$ cat src/rtl/frag_pkg.sv
package frag_pkg;
  localparam int NW        = 4;
  localparam int MAX_ISSUE = 3;

  typedef enum logic [2:0] {
    K_MEM  = 3'd0,
    K_FREE = 3'd1,
    K_LOOP = 3'd2,
    K_DEP  = 3'd3,
    K_SPEC = 3'd4,
    K_REG  = 3'd5
  } kind_e;

  typedef enum logic [2:0] {
    SRC_NONE,
    SRC_DEP,
    SRC_LOOP,
    SRC_FREE,
    SRC_GANG
  } src_e;
endpackage

$ cat src/rtl/frag_fifo.sv
module frag_fifo #(
  parameter int W     = 8,
  parameter int DEPTH = 8
) (
  input  logic         clk_i,
  input  logic         rst_ni,
  input  logic         push_i,
  input  logic         pop_i,
  input  logic [W-1:0] data_i,
  output logic [W-1:0] data_o,
  output logic         empty_o,
  output logic         full_o
);
  localparam int AW = $clog2(DEPTH);

  logic [W-1:0]  mem_q [DEPTH];
  logic [AW-1:0] wr_q, rd_q;
  logic [AW:0]   cnt_q;

  always_ff @(posedge clk_i) begin
    if (push_i) mem_q[wr_q] <= data_i;
  end

  always_ff @(posedge clk_i or negedge rst_ni) begin
    if (!rst_ni) begin
      wr_q  <= '0;
      rd_q  <= '0;
      cnt_q <= '0;
    end else begin
      if (push_i) wr_q <= wr_q + 1'b1;
      if (pop_i)  rd_q <= rd_q + 1'b1;
      cnt_q <= cnt_q + {{AW{1'b0}}, push_i} - {{AW{1'b0}}, pop_i};
    end
  end

  assign data_o  = mem_q[rd_q];
  assign empty_o = (cnt_q == '0);
  assign full_o  = (cnt_q == (AW+1)'(DEPTH));
endmodule

$ cat src/rtl/frag_scoreboard.sv
module frag_scoreboard #(
  parameter int TAG_W = 4,
  parameter int CNT_W = 5,
  parameter int NW    = 4
) (
  input  logic                       clk_i,
  input  logic                       rst_ni,
  input  logic                       set_i,
  input  logic [TAG_W-1:0]           set_tag_i,
  input  logic [CNT_W-1:0]           set_cnt_i,
  input  logic [NW-1:0]              dec_i,
  input  logic [NW-1:0][TAG_W-1:0]   dec_tag_i,
  input  logic [TAG_W-1:0]           qry_tag_i,
  output logic                       qry_zero_o
);
  localparam int NT = 1 << TAG_W;

  logic [NT-1:0] zero_vec;

  for (genvar t = 0; t < NT; t++) begin : g_tag
    logic [CNT_W-1:0] cnt_q;
    logic [CNT_W-1:0] sub;

    always_comb begin
      sub = '0;
      for (int w = 0; w < NW; w++)
        if (dec_i[w] && dec_tag_i[w] == TAG_W'(t)) sub = sub + CNT_W'(1);
    end

    // a fresh load wins over completions of a stale user of the same tag
    always_ff @(posedge clk_i or negedge rst_ni) begin
      if (!rst_ni)                                 cnt_q <= '0;
      else if (set_i && set_tag_i == TAG_W'(t))    cnt_q <= set_cnt_i;
      else                                         cnt_q <= cnt_q - sub;
    end

    assign zero_vec[t] = (cnt_q == '0);
  end

  assign qry_zero_o = zero_vec[qry_tag_i];
endmodule

$ cat src/rtl/frag_issue.sv
module frag_issue
  import frag_pkg::*;
#(
  parameter int CNT_W = 5
) (
  input  logic [NW-1:0]    busy_i,
  input  logic             dep_ok_i,
  input  logic             lq_valid_i,
  input  logic             lq_gang_i,
  input  logic [CNT_W-1:0] lq_left_i,
  input  logic             fq_valid_i,
  input  logic             gang_on_i,
  input  logic [2:0]       gang_part_i,
  output src_e             src_o      [NW],
  output logic [CNT_W-1:0] loop_off_o [NW],
  output logic [CNT_W-1:0] loop_cnt_o,
  output logic             dep_take_o,
  output logic             free_take_o
);
  localparam int WI = $clog2(NW);

  logic [2:0] n;

  always_comb begin
    for (int w = 0; w < NW; w++) begin
      src_o[w]      = SRC_NONE;
      loop_off_o[w] = '0;
    end
    loop_cnt_o  = '0;
    dep_take_o  = 1'b0;
    free_take_o = 1'b0;
    n           = '0;
    if (gang_on_i) begin
      if (gang_part_i < 3'(NW)) src_o[gang_part_i[WI-1:0]] = SRC_GANG;
    end else if (lq_valid_i && lq_gang_i) begin
      // drain: nothing issues until the whole pool is idle
      if (busy_i == '0) src_o[0] = SRC_GANG;
    end else begin
      for (int w = 0; w < NW; w++) begin
        if (!busy_i[w] && n < 3'(MAX_ISSUE)) begin
          if (dep_ok_i && !dep_take_o) begin
            src_o[w]   = SRC_DEP;
            dep_take_o = 1'b1;
            n          = n + 3'd1;
          end else if (lq_valid_i && loop_cnt_o < lq_left_i) begin
            src_o[w]      = SRC_LOOP;
            loop_off_o[w] = loop_cnt_o;
            loop_cnt_o    = loop_cnt_o + CNT_W'(1);
            n             = n + 3'd1;
          end else if (fq_valid_i && !free_take_o) begin
            src_o[w]    = SRC_FREE;
            free_take_o = 1'b1;
            n           = n + 3'd1;
          end
        end
      end
    end
  end
endmodule

$ cat src/rtl/frag_dispatch.sv
module frag_dispatch
  import frag_pkg::*;
#(
  parameter int PW     = 16,
  parameter int TID_W  = 3,
  parameter int TAG_W  = 4,
  parameter int ITER_W = 4,
  parameter int QDEPTH = 8
) (
  input  logic                         clk_i,
  input  logic                         rst_ni,
  input  logic                         in_valid_i,
  output logic                         in_ready_o,
  input  logic [2:0]                   in_kind_i,
  input  logic [TID_W-1:0]             in_tid_i,
  input  logic [TAG_W-1:0]             in_tag_i,
  input  logic [TAG_W-1:0]             in_dep_i,
  input  logic [ITER_W-1:0]            in_iters_i,
  input  logic                         in_gang_i,
  input  logic [PW-1:0]                in_payload_i,
  input  logic [NW-1:0]                done_i,
  output logic [NW-1:0]                wk_valid_o,
  output logic [NW-1:0][TID_W-1:0]     wk_tid_o,
  output logic [NW-1:0][ITER_W-1:0]    wk_iter_o,
  output logic [NW-1:0][PW-1:0]        wk_payload_o,
  output logic [2:0]                   side_valid_o,
  output logic [TID_W-1:0]             side_tid_o,
  output logic [PW-1:0]                side_payload_o
);
  localparam int CNT_W  = ITER_W + 1;
  localparam int O_TID  = PW;
  localparam int O_TAG  = O_TID + TID_W;
  localparam int O_DEP  = O_TAG + TAG_W;
  localparam int O_IT   = O_DEP + TAG_W;
  localparam int O_GANG = O_IT + ITER_W;
  localparam int EW     = O_GANG + 1;
  localparam int NQ     = 3;
  localparam int QF = 0, QL = 1, QD = 2;

  // ---------------- input side ----------------
  logic          acc;
  logic [EW-1:0] in_ent;
  logic [NQ-1:0] q_push, q_pop, q_empty, q_full;
  logic [EW-1:0] q_head [NQ];

  assign in_ent = {in_gang_i, in_iters_i, in_dep_i, in_tag_i, in_tid_i, in_payload_i};

  always_comb begin
    case (in_kind_i)
      K_FREE:  in_ready_o = !q_full[QF];
      K_LOOP:  in_ready_o = !q_full[QL];
      K_DEP:   in_ready_o = !q_full[QD];
      default: in_ready_o = 1'b1;
    endcase
  end

  assign acc = in_valid_i && in_ready_o;

  for (genvar q = 0; q < NQ; q++) begin : g_q
    localparam logic [2:0] QK = (q == QF) ? K_FREE : (q == QL) ? K_LOOP : K_DEP;
    assign q_push[q] = acc && (in_kind_i == QK);
    frag_fifo #(.W(EW), .DEPTH(QDEPTH)) u_fifo (
      .clk_i   (clk_i),
      .rst_ni  (rst_ni),
      .push_i  (q_push[q]),
      .pop_i   (q_pop[q]),
      .data_i  (in_ent),
      .data_o  (q_head[q]),
      .empty_o (q_empty[q]),
      .full_o  (q_full[q])
    );
  end

  // ---------------- queue heads ----------------
  logic [PW-1:0]     f_pay, l_pay, d_pay;
  logic [TID_W-1:0]  f_tid, l_tid, d_tid;
  logic [TAG_W-1:0]  f_tag, l_tag, d_tag, d_dep;
  logic [ITER_W-1:0] l_iters;
  logic              l_gang;

  assign f_pay   = q_head[QF][PW-1:0];
  assign f_tid   = q_head[QF][O_TID +: TID_W];
  assign f_tag   = q_head[QF][O_TAG +: TAG_W];
  assign l_pay   = q_head[QL][PW-1:0];
  assign l_tid   = q_head[QL][O_TID +: TID_W];
  assign l_tag   = q_head[QL][O_TAG +: TAG_W];
  assign l_iters = q_head[QL][O_IT +: ITER_W];
  assign l_gang  = q_head[QL][O_GANG];
  assign d_pay   = q_head[QD][PW-1:0];
  assign d_tid   = q_head[QD][O_TID +: TID_W];
  assign d_tag   = q_head[QD][O_TAG +: TAG_W];
  assign d_dep   = q_head[QD][O_DEP +: TAG_W];

  logic unused_fields;
  assign unused_fields = ^{q_head[QF][EW-1:O_DEP], q_head[QL][O_IT-1:O_DEP],
                           q_head[QD][EW-1:O_IT]};

  // ---------------- worker state ----------------
  logic [NW-1:0]            busy_q;
  logic [NW-1:0][TAG_W-1:0] wtag_q;
  logic [CNT_W-1:0]         lp_next_q;
  logic                     gang_on_q;
  logic [2:0]               gang_part_q;
  logic [NW-1:0]            dec;

  assign dec = done_i & busy_q;

  // ---------------- scoreboard ----------------
  logic             sb_zero;
  logic [CNT_W-1:0] set_cnt;

  always_comb begin
    if (in_kind_i == K_LOOP) set_cnt = in_gang_i ? CNT_W'(NW) : {1'b0, in_iters_i} + CNT_W'(1);
    else                     set_cnt = CNT_W'(1);
  end

  frag_scoreboard #(.TAG_W(TAG_W), .CNT_W(CNT_W), .NW(NW)) u_sb (
    .clk_i      (clk_i),
    .rst_ni     (rst_ni),
    .set_i      (|q_push),
    .set_tag_i  (in_tag_i),
    .set_cnt_i  (set_cnt),
    .dec_i      (dec),
    .dec_tag_i  (wtag_q),
    .qry_tag_i  (d_dep),
    .qry_zero_o (sb_zero)
  );

  // ---------------- issue selection ----------------
  src_e             src      [NW];
  logic [CNT_W-1:0] loop_off [NW];
  logic [CNT_W-1:0] loop_cnt, lq_left;
  logic             dep_take, free_take;

  assign lq_left = {1'b0, l_iters} + CNT_W'(1) - lp_next_q;

  frag_issue #(.CNT_W(CNT_W)) u_issue (
    .busy_i      (busy_q),
    .dep_ok_i    (!q_empty[QD] && sb_zero),
    .lq_valid_i  (!q_empty[QL]),
    .lq_gang_i   (l_gang),
    .lq_left_i   (lq_left),
    .fq_valid_i  (!q_empty[QF]),
    .gang_on_i   (gang_on_q),
    .gang_part_i (gang_part_q),
    .src_o       (src),
    .loop_off_o  (loop_off),
    .loop_cnt_o  (loop_cnt),
    .dep_take_o  (dep_take),
    .free_take_o (free_take)
  );

  logic [NW-1:0][TAG_W-1:0] iss_tag;

  always_comb begin
    for (int w = 0; w < NW; w++) begin
      logic [CNT_W-1:0] it;
      it              = '0;
      wk_valid_o[w]   = (src[w] != SRC_NONE);
      wk_tid_o[w]     = '0;
      wk_payload_o[w] = '0;
      iss_tag[w]      = '0;
      case (src[w])
        SRC_DEP:  begin wk_tid_o[w] = d_tid; wk_payload_o[w] = d_pay; iss_tag[w] = d_tag; end
        SRC_FREE: begin wk_tid_o[w] = f_tid; wk_payload_o[w] = f_pay; iss_tag[w] = f_tag; end
        SRC_LOOP: begin
          wk_tid_o[w] = l_tid; wk_payload_o[w] = l_pay; iss_tag[w] = l_tag;
          it = lp_next_q + loop_off[w];
        end
        SRC_GANG: begin
          wk_tid_o[w] = l_tid; wk_payload_o[w] = l_pay; iss_tag[w] = l_tag;
          it = gang_on_q ? CNT_W'(gang_part_q) : '0;
        end
        default: ;
      endcase
      wk_iter_o[w] = it[ITER_W-1:0];
    end
  end

  // ---------------- pops and sequencing ----------------
  logic gang_start, gang_pop, loop_pop;

  assign gang_start = !gang_on_q && (src[0] == SRC_GANG);
  assign gang_pop   = gang_on_q && (gang_part_q == 3'(NW-1));
  assign loop_pop   = gang_pop ||
                      (!gang_on_q && (loop_cnt != '0) && (loop_cnt == lq_left));
  assign q_pop[QF]  = free_take;
  assign q_pop[QD]  = dep_take;
  assign q_pop[QL]  = loop_pop;

  always_ff @(posedge clk_i or negedge rst_ni) begin
    if (!rst_ni) begin
      busy_q      <= '0;
      wtag_q      <= '0;
      lp_next_q   <= '0;
      gang_on_q   <= 1'b0;
      gang_part_q <= '0;
    end else begin
      busy_q <= (busy_q & ~dec) | wk_valid_o;
      for (int w = 0; w < NW; w++)
        if (wk_valid_o[w]) wtag_q[w] <= iss_tag[w];
      if (loop_pop)             lp_next_q <= '0;
      else if (!gang_on_q)      lp_next_q <= lp_next_q + loop_cnt;
      if (gang_start) begin
        gang_on_q   <= 1'b1;
        gang_part_q <= 3'd1;
      end else if (gang_on_q && gang_part_q < 3'(NW)) begin
        gang_part_q <= gang_part_q + 3'd1;
      end else if (gang_on_q && busy_q == '0) begin
        gang_on_q   <= 1'b0;
        gang_part_q <= '0;
      end
    end
  end

  // ---------------- side channel ----------------
  logic [2:0]       side_v_q;
  logic [TID_W-1:0] side_tid_q;
  logic [PW-1:0]    side_pay_q;

  always_ff @(posedge clk_i or negedge rst_ni) begin
    if (!rst_ni) begin
      side_v_q   <= '0;
      side_tid_q <= '0;
      side_pay_q <= '0;
    end else begin
      side_v_q <= {acc && in_kind_i == K_REG, acc && in_kind_i == K_SPEC,
                   acc && in_kind_i == K_MEM};
      if (acc) begin
        side_tid_q <= in_tid_i;
        side_pay_q <= in_payload_i;
      end
    end
  end

  assign side_valid_o   = side_v_q;
  assign side_tid_o     = side_tid_q;
  assign side_payload_o = side_pay_q;
endmodule

$ cat config.mk
export PLATFORM = sky130hd
export DESIGN_NAME = frag_dispatch
export DESIGN_NICKNAME = d
export VERILOG_FILES = /design/src/rtl/frag_pkg.sv /design/src/rtl/frag_fifo.sv /design/src/rtl/frag_scoreboard.sv /design/src/rtl/frag_issue.sv /design/src/rtl/frag_dispatch.sv
export SDC_FILE = /design/constraint.sdc
export NUM_CORES = 1
export LEC_CHECK = 0
export ABC_AREA = 1
export BUFFER_PORTS_ARGS = -buffer_cell sky130_fd_sc_hd__buf_2
export CORE_ASPECT_RATIO = 2
export CORE_MARGIN = 4
export CORE_UTILIZATION = 35
export CTS_CLUSTER_SIZE = 28
export DETAILED_ROUTE_END_ITERATION = 12
export PLACE_DENSITY_LB_ADDON = 0.25
export SLEW_MARGIN = 20
export SYNTH_ARGS = -nofsm -noshare
export SYNTH_HDL_FRONTEND = slang
export SYNTH_SLANG_ARGS = --single-unit
$ cat constraint.sdc
create_clock -name clk_i -period 23.4 [get_ports clk_i]
set_input_delay 2.34 -clock clk_i [delete_from_list [all_inputs] [get_ports clk_i]]
set_output_delay 2.34 -clock clk_i [all_outputs]
set_load 0.1 [all_outputs]
# --- Word-level counts from Yosys, hierarchy flattened ---
# Memories as Yosys holds them, arrays and structs flattened.
# Cells that the tools add are included.
word_totals:
  memories: 3
  elab_cells: 641
  input_bits: 42
  ramBits: 768
  ff_bits: 161
mem_list:
  columns: ["memory", "words", "word_bits", "read_ports", "rd_clocked_by_memory_dff", "wr", "line", "text"]
  rows:
  - ["g_q[0].u_fifo.mem_q", 8, 32, 1, 0, 1, "frag_fifo.sv:16", "logic [W-1:0] mem_q [DEPTH];"]
  - ["g_q[1].u_fifo.mem_q", 8, 32, 1, 0, 1, "frag_fifo.sv:16", null]
  - ["g_q[2].u_fifo.mem_q", 8, 32, 1, 0, 1, "frag_fifo.sv:16", null]
op_classes:
  bitwise: 5
  n_lt_le_gt_ge: 11
  eq_ne: 103
  muxes: 228
  addsub: 90
  reduce_logical: 165
op_table:
  columns: ["op", "count"]
  rows:
  - ["5-bit two-way mux", 93]
  - ["16-bit one-hot mux with 3 select lines", 4]
  - ["5-bit by 1-bit adder with 5-bit output, second input constant", 35]
  - ["4-bit equality test, second input constant", 43]
  - ["1-bit logical AND", 109]
  - ["3-bit two-way mux", 36]
  - ["5-bit subtractor", 17]
  - ["4-bit by 3-bit equality test with 1-bit output, second input constant", 20]
  - ["5-bit zero test", 16]
  - ["1-bit two-way mux", 68]
  - ["4-bit one-hot mux with 3 select lines", 4]
  - ["4-bit by 2-bit equality test with 1-bit output, second input constant", 10]
  - ["4-bit zero test", 9]
  - ["3-bit one-hot mux with 3 select lines", 4]
  - ["3-bit by 2-bit equality test with 1-bit output, second input constant", 11]
  - ["1-bit by 1-bit adder with 2-bit output, second input constant", 16]
  - ["4-bit one-hot mux with 2 select lines", 4]
  - ["14-bit two-way mux", 2]
  - ["3-bit by 1-bit adder with 3-bit output, second input constant", 9]
  - ["12-bit two-way mux", 2]
  - ["4-bit by 1-bit equality test with 1-bit output, second input constant", 5]
  - ["3-bit equality test, second input constant", 6]
  - ["1-bit zero test", 16]
  - ["3-bit by 1-bit equality test with 1-bit output, second input constant", 5]
  - ["other kinds (34)", 58]

# --- Longest topological paths before layout ---
# An unclocked memory read counts as a cell.
logic_depth:
  depth_word: 38
  mapped_depth: 56

# --- Cells and area by module ---
# Synthesis repeated with hierarchy kept, for this count alone.
unflattened:
  cells_unflattened: 5537
  area_unflattened_um2: 49311.0
by_module_without_submodules:
  columns: ["mod", "area_per_inst_um2", "seq_area_each_um2", "cells_per_inst", "instances"]
  rows:
  - ["frag_fifo at g_q[0].u_fifo ...", 11707.5, 7937.6, 1173, 2]
  - ["frag_fifo at g_q[1].u_fifo", 11705.0, 7937.6, 1173, 1]
  - ["frag_scoreboard", 8277.9, 2001.9, 1144, 1]
  - ["frag_dispatch", 4819.6, 1276.2, 685, 1]
  - ["frag_issue", 1093.5, 0.0, 189, 1]

# --- Worst setup path before layout ---
# No wires, ideal clock.
synth_timing:
  path_type: "flip-flop to output port"
  from: "register g_q[1].u_fifo.rd_q[0]"
  to: "output port wk_iter_o[14] (netlist bit)"
  t_arrival_ns: 8.313
  path_slack_ns: 12.747
  path_stages_with_launch: 48
  n_path_buf: 3
  cell_sequence: "dfrtp_1 -> clkbuf_1 -> clkbuf_1 -> buf_1 -> o21ai_0 -> o221ai_1 -> o21ai_0 -> ha_1 -> inv_1 -> ha_1 -> fa_1 -> xor2_1 -> inv_1 -> nand2_1 -> nor3_2 -> nand2_1 -> nand2_1 -> inv_2 -> [12 not listed] -> nor2_2 -> inv_2 -> nor2_4 -> nand2_1 -> inv_1 -> ha_1 -> a21oi_1 -> or2_2 -> nand3_2 -> inv_1 -> ha_1 -> nand2_1 -> nor2_1 -> ha_1 -> inv_1 -> fa_1 -> xor2_1 -> o22ai_1"
synth_lines:
  columns: ["item", "line", "text"]
  rows:
  - ["start: declaration", "frag_fifo.sv:17", "logic [AW-1:0] wr_q, rd_q;"]
  - ["start signal: assignment", "frag_fifo.sv:31", "if (pop_i) rd_q <= rd_q + 1'b1;"]
  - ["end: declaration", "frag_dispatch.sv:24", "output logic [NW-1:0][ITER_W-1:0] wk_iter_o,"]

==> flow_summary_export.csv <==
group,metric,value,unit
setup_path,critical_path.reg2reg.startpoint,"g_q[1].u_fifo.rd_q[0]$_DFFE_PN0N_",
setup_path,critical_path_arrival,9.89,ns
global_routing,grt_max_degree,110,
layout,design.final.nets,4322,
layout,finalCoreUtilization,40.06,%
cts,tritoncts.num_buffers,76,
cts,cts_max_path_buffers,3,
synthesis,synthAdderAreaFrac,6.611,%
sta,clock.fmax,0.08178,GHz
synthesis,synth-warning-count,0,
sta,worst_slew_pin_slew,1.084,ns
cts,hold_buffers,0,
drt,detail_route.vias_per_cell,5.129,
cts,cts_tree,"done",
floorplanning,starting_utilization_of_the_core_area,35.25,%
cts,clock_tree.root_cell,"sky130_fd_sc_hd__clkbuf_16",
placement,dpl.hpwl,80330,um
synthesis,synth_xor_xnor_area_share,2.350,%
drt,final_antenna_net_count,0,
synthesis,syn-cell-area,39140,um^2
setup_path,timing.reg2reg.setup_slack,13.73,ns
global_routing,globalRouteTotalUtil,19.90,%
layout,sequential_cell_area,22780,um^2
synthesis,synth_simple_gate_area_share,20.47,%
synthesis,synth_top_family_by_area,"simple AND/OR/NAND/NOR gates",
cts,clock_network_latency_to_the_later_pin_of_the_worst_skew_pair,0.66,ns
floorplanning,die_h,480.9,um
setup_path,timing.critical_path.from_type,"flip-flop",
setup_path,worstPathMaxFanout,68,
floorplanning,core_area,111000,um^2
setup_path,worstSetupEndpointType,"primary output",
floorplanning,rows,173,
sta,rsz0062_at_grt,"false",
drt,drt_wl_total,119700,um
layout,area_growth_syn_to_layout,13.66,%
setup_path,r2r_cells,52,
synthesis,synth_cells,3929,
power,p_leak,0.01778,uW
cts,ctsHtreeMaxLevel,3,
power,vdd_drop_max,0.0001541,V
synthesis,post_synth_num_cell_types,54,
sta,setup_viol_count_final,0,
setup_path,critical-path-max-stage-delay,0.78,ns
floorplanning,die_x,244.5,um
setup_path,critPathRequiredTime,21.06,ns
floorplanning,count_of_boundary_i_o_pins,161,
sta,finalCriticalPeriod,12.23,ns
power,power_density,136.8,nW/um^2
sta,clock-skew-final,0.02861,ns
synthesis,seq_area_frac_synth,58.17,%
drt,detail_route.drc_violations,0,
synthesis,share_of_the_synthesized_area_in_compound_gates_ao_oa_aoi_oai,7.474,%
cts,post-cts-setup-buffers,0,
hold_path,hold_crit_endpoint,"side_tid_o[2]$_DFFE_PN0P_",
placement,port_buffers,160,
power,design_power_total,6085,uW
cts,cts-resized-gates,0,
hold_path,worstHoldPathCells,2,
layout,layout-drive-gt1-share,10.85,%
setup_path,worst-setup-path-type,"reg2out",
drt,num_vias,28910,
sta,timing.final.crit_share,52.25,%
drt,drt_iter0_markers,2097,
setup_path,crit_top_cell,"sky130_fd_sc_hd__nand2_1",
sta,setup_tns,0,ns
synthesis,synth.top_cells.by_area,"sky130_fd_sc_hd__edfxtp_1 (48%), sky130_fd_sc_hd__nand2_1 (11%), sky130_fd_sc_hd__dfrtp_1 (10%)",
cts,tritoncts_num_sinks,785,
synthesis,synth_enable_flop_cells,624,
setup_path,crit_path_top_delay_cell,"sky130_fd_sc_hd__dfrtp_4",
global_routing,number_of_global_route_vias_before_repair,28540,
hold_path,hold_start,"side_tid_o[2]$_DFFE_PN0P_",
sta,finalHoldViolCount,0,
synthesis,async_flop_share,20.51,%
layout,total_area_of_multi_input_combinational_cells,14810,um^2
layout,fillerInstances,10860,
synthesis,synth_area_leader_cell,"sky130_fd_sc_hd__edfxtp_1",
synthesis,synth_ff_type,"sky130_fd_sc_hd__edfxtp_1",
synthesis,post_synth.cell_area_avg,9.962,um^2
setup_path,rr_endpoint,"g_q[1].u_fifo.cnt_q[2]$_DFF_PN0_",
status,status,"finished, final reports clean",
sta,holdWs,0.4752,ns
global_routing,gr-total-overflow,0,
floorplanning,dieArea,117600,um^2
hold_path,worstHoldPathType,"reg2reg",
synthesis,synth.mux.area_fraction,0.4092,%
cts,clkSlewWorstSetupHoldPaths,0.07,ns
sta,timing.max_slew.rel_slack,27.72,%
drt,wl_per_cell,21.23,um
global_routing,grt_first_pass_wirelength,176800,um
run,max_cap_viol_count,0,
global_routing,antenna_found_initial,9,
placement,last_weighted_congestion_value_of_the_routability_driven_placer,0.9174,
drt,drtPass1Iterations,6,
synthesis,portion_of_synthesized_cell_area_occupied_by_the_leading_cell_type,47.88,%
sta,final_max_slew_viol_count,0,
synthesis,synth.ff_latch_count,785,
stage by stage:
stage | instances | setup WS (ns) | area (um^2)
after floorplan | 3944 | 12.75 | 39200
after global placement | 5489 | 12.02 | 41760
after detailed placement | 5494 | 11.89 | 41870
after CTS | 5633 | 11.11 | 44440
after global routing | 5636 | 10.32 | 44490
final | 5636 | 11.17 | 44490
cells in the mapped netlist (4+ instances only):
cell,instances
sky130_fd_sc_hd__xor2_1,60
sky130_fd_sc_hd__nand3_2,12
sky130_fd_sc_hd__fa_1,23
sky130_fd_sc_hd__nand4_1,17
sky130_fd_sc_hd__ha_1,170
sky130_fd_sc_hd__o221ai_1,6
sky130_fd_sc_hd__nor2_4,4
sky130_fd_sc_hd__clkbuf_1,114
sky130_fd_sc_hd__nor4_1,4
sky130_fd_sc_hd__clkinv_1,5
sky130_fd_sc_hd__inv_1,281
sky130_fd_sc_hd__buf_2,7
sky130_fd_sc_hd__nor2_2,4
sky130_fd_sc_hd__o2111ai_1,6
sky130_fd_sc_hd__dfrtp_1,161
sky130_fd_sc_hd__mux2i_1,16
sky130_fd_sc_hd__nand2_1,1111
sky130_fd_sc_hd__nand2_2,5
sky130_fd_sc_hd__nor2_1,287
sky130_fd_sc_hd__a32o_1,65
sky130_fd_sc_hd__nor3_1,51
sky130_fd_sc_hd__inv_2,15
sky130_fd_sc_hd__nand3_4,5
sky130_fd_sc_hd__xnor2_1,45
sky130_fd_sc_hd__nand3_1,354
sky130_fd_sc_hd__nor3b_1,4
sky130_fd_sc_hd__edfxtp_1,624
sky130_fd_sc_hd__o21a_1,10
sky130_fd_sc_hd__a31oi_1,19
sky130_fd_sc_hd__nand2_4,7
sky130_fd_sc_hd__buf_6,5
sky130_fd_sc_hd__buf_1,20
sky130_fd_sc_hd__o22ai_1,23
sky130_fd_sc_hd__o21ai_0,177
sky130_fd_sc_hd__or2_2,19
sky130_fd_sc_hd__a21oi_1,170
worst max-delay path: cells and delay by family, from the launching register on:
family | cells | cell delay [ns]
XOR/XNOR | 2 | 0.40
buffers and inverters | 11 | 2.45
flip-flops | 1 | 0.78
AND/OR/NAND/NOR | 20 | 2.59
AO/OA/AOI/OAI | 6 | 0.89
adder cells (fa/ha/maj) | 8 | 2.06
metal layers:
metal  share of wire [%]  global-route usage (%)
met5               0.011                       0
met2                  53                   37.78
met4                 4.5                   8.817
met3                 5.0                   3.349
met1                  37                   21.51
layout by cell type, fill, tap and decap left out, types with 10 or more instances in the layout:
cell type	instances
sky130_fd_sc_hd__conb_1	16
sky130_fd_sc_hd__nand2_1	1111
sky130_fd_sc_hd__o22ai_1	23
sky130_fd_sc_hd__buf_2	159
sky130_fd_sc_hd__bufinv_16	10
sky130_fd_sc_hd__nor2_4	18
sky130_fd_sc_hd__o21ai_0	176
sky130_fd_sc_hd__or2_2	19
sky130_fd_sc_hd__nor2_2	16
sky130_fd_sc_hd__nand3_2	12
sky130_fd_sc_hd__edfxtp_1	624
sky130_fd_sc_hd__a32o_1	65
sky130_fd_sc_hd__a21oi_1	170
sky130_fd_sc_hd__a31oi_1	19
sky130_fd_sc_hd__inv_1	278
sky130_fd_sc_hd__xor2_1	60
sky130_fd_sc_hd__xnor2_1	45
sky130_fd_sc_hd__inv_2	19
sky130_fd_sc_hd__clkinv_1	17
sky130_fd_sc_hd__dfrtp_1	158
sky130_fd_sc_hd__o21a_1	10
sky130_fd_sc_hd__nor3_1	49
sky130_fd_sc_hd__nor2_1	261
sky130_fd_sc_hd__nand4_1	17
sky130_fd_sc_hd__clkinv_2	12
sky130_fd_sc_hd__ha_1	170
sky130_fd_sc_hd__fa_1	23
sky130_fd_sc_hd__buf_4	47
sky130_fd_sc_hd__mux2i_1	16
sky130_fd_sc_hd__nand3_1	354
sky130_fd_sc_hd__clkbuf_16	78
cell type report:
class	count	share of cell area (%)
timing repair buffer	214	2.978
multi-input combinational	2707	33.29
sequential	785	51.20
tap	1487	4.182
clock inverter	54	1.319
inverter	303	2.582
clock buffer	85	4.447
antenna	1	0.005625
cells by family after synthesis:
family | Yosys count
mux | 16
other cells | 1
compound gates | 487
xor+xnor | 105
fa+ha+maj | 193
flops | 785
buf+inv | 452
simple gates | 1890
flip-flops by register name, summed over array words and instances, names as in the netlist, 4 cells and up:
| name | flops |
|---|---|
| g_q.u_fifo.mem_q | 624 |
| g_q.u_fifo.wr_q | 9 |
| lp_next_q | 5 |
| side_payload_o | 16 |
| g_q.u_fifo.rd_q | 9 |
| wtag_q | 16 |
| u_sb.g_tag.cnt_q | 80 |
| g_q.u_fifo.cnt_q | 12 |
| busy_q | 4 |
where the power goes:
part           total, uW  internal (uW)  switching, uW
Clock               1290            728            563
Sequential          1780           1650            128
Combinational       3020            767           2250
Total               6080           3140           2940
worst max-delay path by stage:
| stage | from | slack [ns] | cells past startpoint | to |
|---|---|---|---|---|
| 2_1_floorplan | g_q[1].u_fifo.rd_q[0]$_DFFE_PN0N_ | 12.75 | 47 | wk_iter_o[14] |
| 3_5_place_dp | g_q[1].u_fifo.rd_q[0]$_DFFE_PN0N_ | 11.89 | 47 | wk_iter_o[14] |
| 5_1_grt | g_q[1].u_fifo.rd_q[0]$_DFFE_PN0N_ | 10.32 | 47 | wk_iter_o[14] |
| 6_report | g_q[1].u_fifo.rd_q[0]$_DFFE_PN0N_ | 11.17 | 47 | wk_iter_o[14] |
| 3_3_place_gp | g_q[1].u_fifo.rd_q[0]$_DFFE_PN0N_ | 12.02 | 47 | wk_iter_o[14] |
| 4_1_cts | g_q[1].u_fifo.rd_q[0]$_DFFE_PN0N_ | 11.11 | 47 | wk_iter_o[14] |
No activity file was read; power rests on OpenSTA's default activity.
